--- src/rtl/stby_pkg.sv ---
package stby_pkg;

    typedef enum logic [2:0] {
        M_ACTIVE = 3'd0,
        M_PARKED = 3'd1,
        M_LIGHT  = 3'd2,
        M_DEEP   = 3'd3,
        M_SETTLE = 3'd4
    } mode_t;

    typedef struct packed {
        logic osc_on;
        logic core_on;
    } gate_t;

    function automatic gate_t gates_for(mode_t m);
        gate_t g;
        g.osc_on  = (m != M_DEEP);
        g.core_on = (m == M_ACTIVE) || (m == M_PARKED);
        return g;
    endfunction

    function automatic mode_t sleep_target(logic deep, logic on_sub);
        return (deep && !on_sub) ? M_DEEP : M_LIGHT;
    endfunction

endpackage

--- src/rtl/stby_swtimer.sv ---
module stby_swtimer #(
    parameter int W = 8
) (
    input  logic         clk,
    input  logic         rst,
    input  logic         start,
    input  logic [W-1:0] len,
    output logic         busy
);
    logic [W-1:0] cnt;

    always_ff @(posedge clk) begin
        if (rst)             cnt <= '0;
        else if (start)      cnt <= len;
        else if (cnt != '0)  cnt <= cnt - 1'b1;
    end

    assign busy = (cnt != '0) || start;
endmodule

--- src/rtl/stby_settle.sv ---
module stby_settle #(
    parameter int W = 16
) (
    input  logic         clk,
    input  logic         rst,
    input  logic         load,
    input  logic [W-1:0] init,
    input  logic         run,
    output logic         done
);
    logic [W-1:0] cnt;

    always_ff @(posedge clk) begin
        if (rst)                     cnt <= '0;
        else if (load)               cnt <= init;
        else if (run && cnt != '0)   cnt <= cnt - 1'b1;
    end

    assign done = (cnt == '0);
endmodule

--- src/rtl/stby_fsm.sv ---
module stby_fsm
    import stby_pkg::*;
(
    input  logic  clk,
    input  logic  rst,
    input  logic  req_valid,
    input  logic  req_deep,
    input  logic  irq_pend,
    input  logic  sub_sel,
    input  logic  sw_busy,
    input  logic  settle_done,
    output logic  settle_load,
    output mode_t mode_q,
    output gate_t gate_q
);
    mode_t nxt;
    logic  park_deep_q;

    always_comb begin
        nxt = mode_q;
        unique case (mode_q)
            M_ACTIVE: if (req_valid && !irq_pend)
                          nxt = sw_busy ? M_PARKED : sleep_target(req_deep, sub_sel);
            M_PARKED: if (irq_pend)      nxt = M_ACTIVE;
                      else if (!sw_busy) nxt = sleep_target(park_deep_q, sub_sel);
            M_LIGHT:  if (irq_pend)      nxt = M_ACTIVE;
            M_DEEP:   if (irq_pend)      nxt = M_SETTLE;
            M_SETTLE: if (settle_done)   nxt = M_ACTIVE;
            default:                     nxt = M_ACTIVE;
        endcase
    end

    assign settle_load = (mode_q == M_DEEP) && (nxt == M_SETTLE);

    always_ff @(posedge clk) begin
        if (rst) begin
            mode_q      <= M_ACTIVE;
            gate_q      <= gates_for(M_ACTIVE);
            park_deep_q <= 1'b0;
        end else begin
            mode_q <= nxt;
            if (nxt != mode_q) gate_q <= gates_for(nxt);
            if (mode_q == M_ACTIVE && req_valid) park_deep_q <= req_deep;
        end
    end
endmodule

--- src/rtl/stby_ctrl.sv ---
module stby_ctrl
    import stby_pkg::*;
#(
    parameter int SW_W   = 8,
    parameter int STAB_W = 16
) (
    input  logic              clk,
    input  logic              rst,
    input  logic              req_valid,
    input  logic              req_deep,
    input  logic              irq_pend,
    input  logic              sub_sel,
    input  logic              sw_start,
    input  logic [SW_W-1:0]   sw_len,
    input  logic [STAB_W-1:0] stab_cfg,
    output logic              osc_en,
    output logic              cpu_clk_en,
    output logic [2:0]        mode
);
    logic  sw_busy, settle_done, settle_load;
    mode_t mode_q;
    gate_t gate_q;

    stby_swtimer #(.W(SW_W)) u_sw (
        .clk(clk), .rst(rst), .start(sw_start), .len(sw_len), .busy(sw_busy)
    );

    stby_settle #(.W(STAB_W)) u_settle (
        .clk(clk), .rst(rst), .load(settle_load), .init(stab_cfg),
        .run(gate_q.osc_on && mode_q == M_SETTLE), .done(settle_done)
    );

    stby_fsm u_fsm (
        .clk(clk), .rst(rst), .req_valid(req_valid), .req_deep(req_deep),
        .irq_pend(irq_pend), .sub_sel(sub_sel), .sw_busy(sw_busy),
        .settle_done(settle_done), .settle_load(settle_load),
        .mode_q(mode_q), .gate_q(gate_q)
    );

    assign osc_en     = gate_q.osc_on;
    assign cpu_clk_en = gate_q.core_on;
    assign mode       = mode_q;
endmodule

--- config.mk ---
export PLATFORM = sky130hd
export DESIGN_NAME = stby_ctrl
export DESIGN_NICKNAME = d
export VERILOG_FILES = /design/src/rtl/stby_pkg.sv /design/src/rtl/stby_swtimer.sv /design/src/rtl/stby_settle.sv /design/src/rtl/stby_fsm.sv /design/src/rtl/stby_ctrl.sv
export SDC_FILE = /design/constraint.sdc
export NUM_CORES = 1
export LEC_CHECK = 0
export ABC_AREA = 1
export ABC_CLOCK_PERIOD_IN_PS = 1900
export BUFFER_PORTS_ARGS = -buffer_cell sky130_fd_sc_hd__buf_2
export CAP_MARGIN = 20
export CORE_MARGIN = 2
export CORE_UTILIZATION = 45
export DETAILED_ROUTE_END_ITERATION = 8
export PLACE_DENSITY = 0.66
export SLEW_MARGIN = 0
export SYNTH_ARGS = -nofsm -noshare
export SYNTH_HDL_FRONTEND = slang
export SYNTH_SLANG_ARGS = --single-unit
--- constraint.sdc ---
create_clock -name clk -period 1.9 [get_ports clk]
set_input_delay 0.19 -clock clk [delete_from_list [all_inputs] [get_ports clk]]
set_output_delay 0.19 -clock clk [all_outputs]
set_load 0.02 [all_outputs]
==> out/results.txt <==
Tcrit/Tclk final = 86.8%
Outcome = finished clean
Total gr overflow = 0
Placed Cells = 374
Initial Utilization = 47.4%
CTS resizes = 0
Initial antenna violation count = 0
Post-Place Setup Slack = 0.270 ns
Synth top area share = 28.5%
WP data arrival = 1.87 ns
Final Hold Fails = 0
Finished Cell Area = 2400 um^2
Worst Hold Class = in -> reg
Post-CTS setup buffers = 0
I/O pins = 36
Setup_tns = 0 ns
Share of cells above drive strength 1 = 29.7%
Gpl congestion = 0.853
Slew Limit Fails = 0
Non-Filler Instances = 382
Setup CP Type = reg -> reg
Drt wl/cell = 11.3 um
Largest net degree at the start of global routing = 16
Iter 0 DRT Violations = 80
Hpwl dp = 3.36 mm
Max incr delay on CP = 0.40 ns
Mapped Nets = 325
Syn avg cell area = 7.24 um^2
Worst path slowest cell = dfxtp_1
Drc violations = 0
Buf+Inv Stages, Crit Path = 2
Clock Skews = 0.00413 ns
1st-pass router iterations = 4
Final WL = 4.34 mm
Vias = 1,898
Worst VDD drop = 0.000500 V
Slew margin rel. = 67.5%
Peak fanout along the critical path = 5
Area Growth Syn to Fin = 14.0%
TritonCTS clock tree = built
Commonest cells post-synth = nand2_1 (59), inv_1 (39), dfxtp_1 (30), nor2_1 (23), nand3_1 (17)
Global-route wire length before repair = 7.99 mm
Die area = 5250 um^2
Layout net count = 363
Crit path cell chain = inv_1 -> ha_1 -> nand2_4 -> nor2_4 -> nand2_4 -> nand3_1 -> nand2_1 -> inv_1 -> a21oi_1 -> nand3_1 -> nand3_2
Critical Path RT = 2.12 ns
Ant. Diodes = 0
Critical Path Start Type = flop
Synthesized cell area = 2110 um^2
Synth warnings = 0
Flop2flop setup slack = 0.25 ns
Top-count cell post-synth = nand2_1
Mapped Cells = 291
Vias in the first global route = 1,862
Die height = 72.4 um
Max-cap violations = 0
Via/cell ratio = 4.97
Reg clk slew, reported paths = 0.07 ns
P_leak = 1.25 nW
GR Util All Layers = 19.0%
Prevailing post-synth register cell = dfxtp_1
# hold bufs at CTS = 0
Sequential share of the synthesized area = 28.5%
Clock sink total = 30
Placed inst area = 2310 um^2
Bufs on Longest Clock Path = 2
Core area = 4440 um^2
RSZ-0062 raised after global routing = no
Final WS setup = 0.251 ns
H-tree levels = 2
Async set-or-reset flop fraction in the synthesized netlist = 0%
Endpoints failing setup = 0
Slew @ Worst Pin = 0.488 ns
Num rows = 24
CTS Root Cell = clkbuf_8
Yosys cell types = 38
FMAX = 0.606 GHz
EDFF count, synth = 0
Total CTS buffers = 5
Skew-Pair Late Insertion Delay = 0.28 ns
Crit end category = flop
Port buffer count = 35
Pwr Density = 607 nW/um^2
Area contributors post-synth = dfxtp_1 (29%), nand2_1 (11%), inv_1 (6.9%)
FF+latch count, synth = 30
Post-DRT Antenna Nets = 0
Crit path time final = 1.65 ns
Crit path max-delay family = simple AND/OR/NAND/NOR gates
Yosys top cell by area = dfxtp_1
Die W = 72.4 um
[cell usage in the layout (no fill, tap or decap), types with 2 or more instances in the layout]
cell type  netlist  layout
ha_1             3       3
clkbuf_8         0       6
dfxtp_1         30      30
nand2_8          2       2
o211ai_2         8       8
nor3_1           3       3
a21oi_1         16      16
buf_2            1      35
nand2_1         59      59
o211ai_1         3       3
nor2_4           4       4
a22oi_2          2       2
nor2_2           6       6
nand3_1         17      17
a21oi_2          3       3
xor2_1          10      10
o31ai_1          2       2
inv_1           39      39
nor2_1          23      23
nand2_4          4       4
nand3_2          3       3
o21ai_1          4       4
inv_6            2       2
nand4_1          3       3
nand2_2         10      10
o21ai_0         11      11
inv_2            7       7
xnor2_1          2       2
a31oi_1          4       4
[sequential cells by signal, summed over array words and instances (netlist names)]
name / count
u_fsm.mode_q: 3
u_settle.cnt: 16
u_fsm.gate_q: 2
u_sw.cnt: 8
u_fsm.park_deep_q: 1
[per-stage QoR]
step,utilization (%),total power [mW],hold slack (ns)
after global routing,54.1,1.54,0.157
after floorplan,-,0.859,0.323
after detailed placement,51.9,0.930,0.421
after global placement,51.9,0.928,0.409
after CTS,54.1,1.48,0.120
final,54.1,1.46,0.122
[per-layer routing]
metal  routed length [um]  global-route usage [%]  up-vias
met5                    0                       0        -
met4                   65                    7.61        0
met3                  174                    3.75        7
met2                 2070                    32.4       37
met1                 2030                    23.3      843
li1                     -                       -     1011
[worst min-delay path: stages]
cell      delay, ns
buf_2          0.07
o211ai_1       0.07
inv_1          0.05
[layout make-up]
class | count | area [um^2]
tap | 52 | 65.1
sequential | 30 | 601
clock inverter | 2 | 12.5
multi-input combinational | 207 | 1260
fill | 459 | 2040
inverter | 50 | 208
timing repair buffer | 35 | 175
clock buffer | 6 | 82.6
[final timing paths]
path / to / cells past startpoint / start
worst min register to register: u_fsm.park_deep_q / 2 / u_fsm.park_deep_q
worst max register to register: u_fsm.gate_q[1] / 11 / u_settle.cnt[0]
worst max-delay path: u_fsm.gate_q[1] / 11 / u_settle.cnt[0]
worst min-delay path: u_sw.cnt[7] / 3 / sw_len[7]
[logic make-up after synthesis]
group | after synthesis | synth area share (%)
buffers and inverters | 54 | 11.8
flip-flops | 30 | 28.5
AO/OA/AOI/OAI | 55 | 18.3
adder cells (fa/ha/maj) | 3 | 1.78
AND/OR/NAND/NOR | 137 | 34.7
XOR/XNOR | 12 | 4.99
[power breakdown]
part / internal [mW] / switching, mW / total (mW) / leakage [nW]
combinational: 0.0906 / 0.145 / 0.235 / 0.954
clock: 0.291 / 0.254 / 0.545 / 0.0472
sequential: 0.657 / 0.0215 / 0.679 / 0.245
No activity file was read; power rests on OpenSTA's default activity.
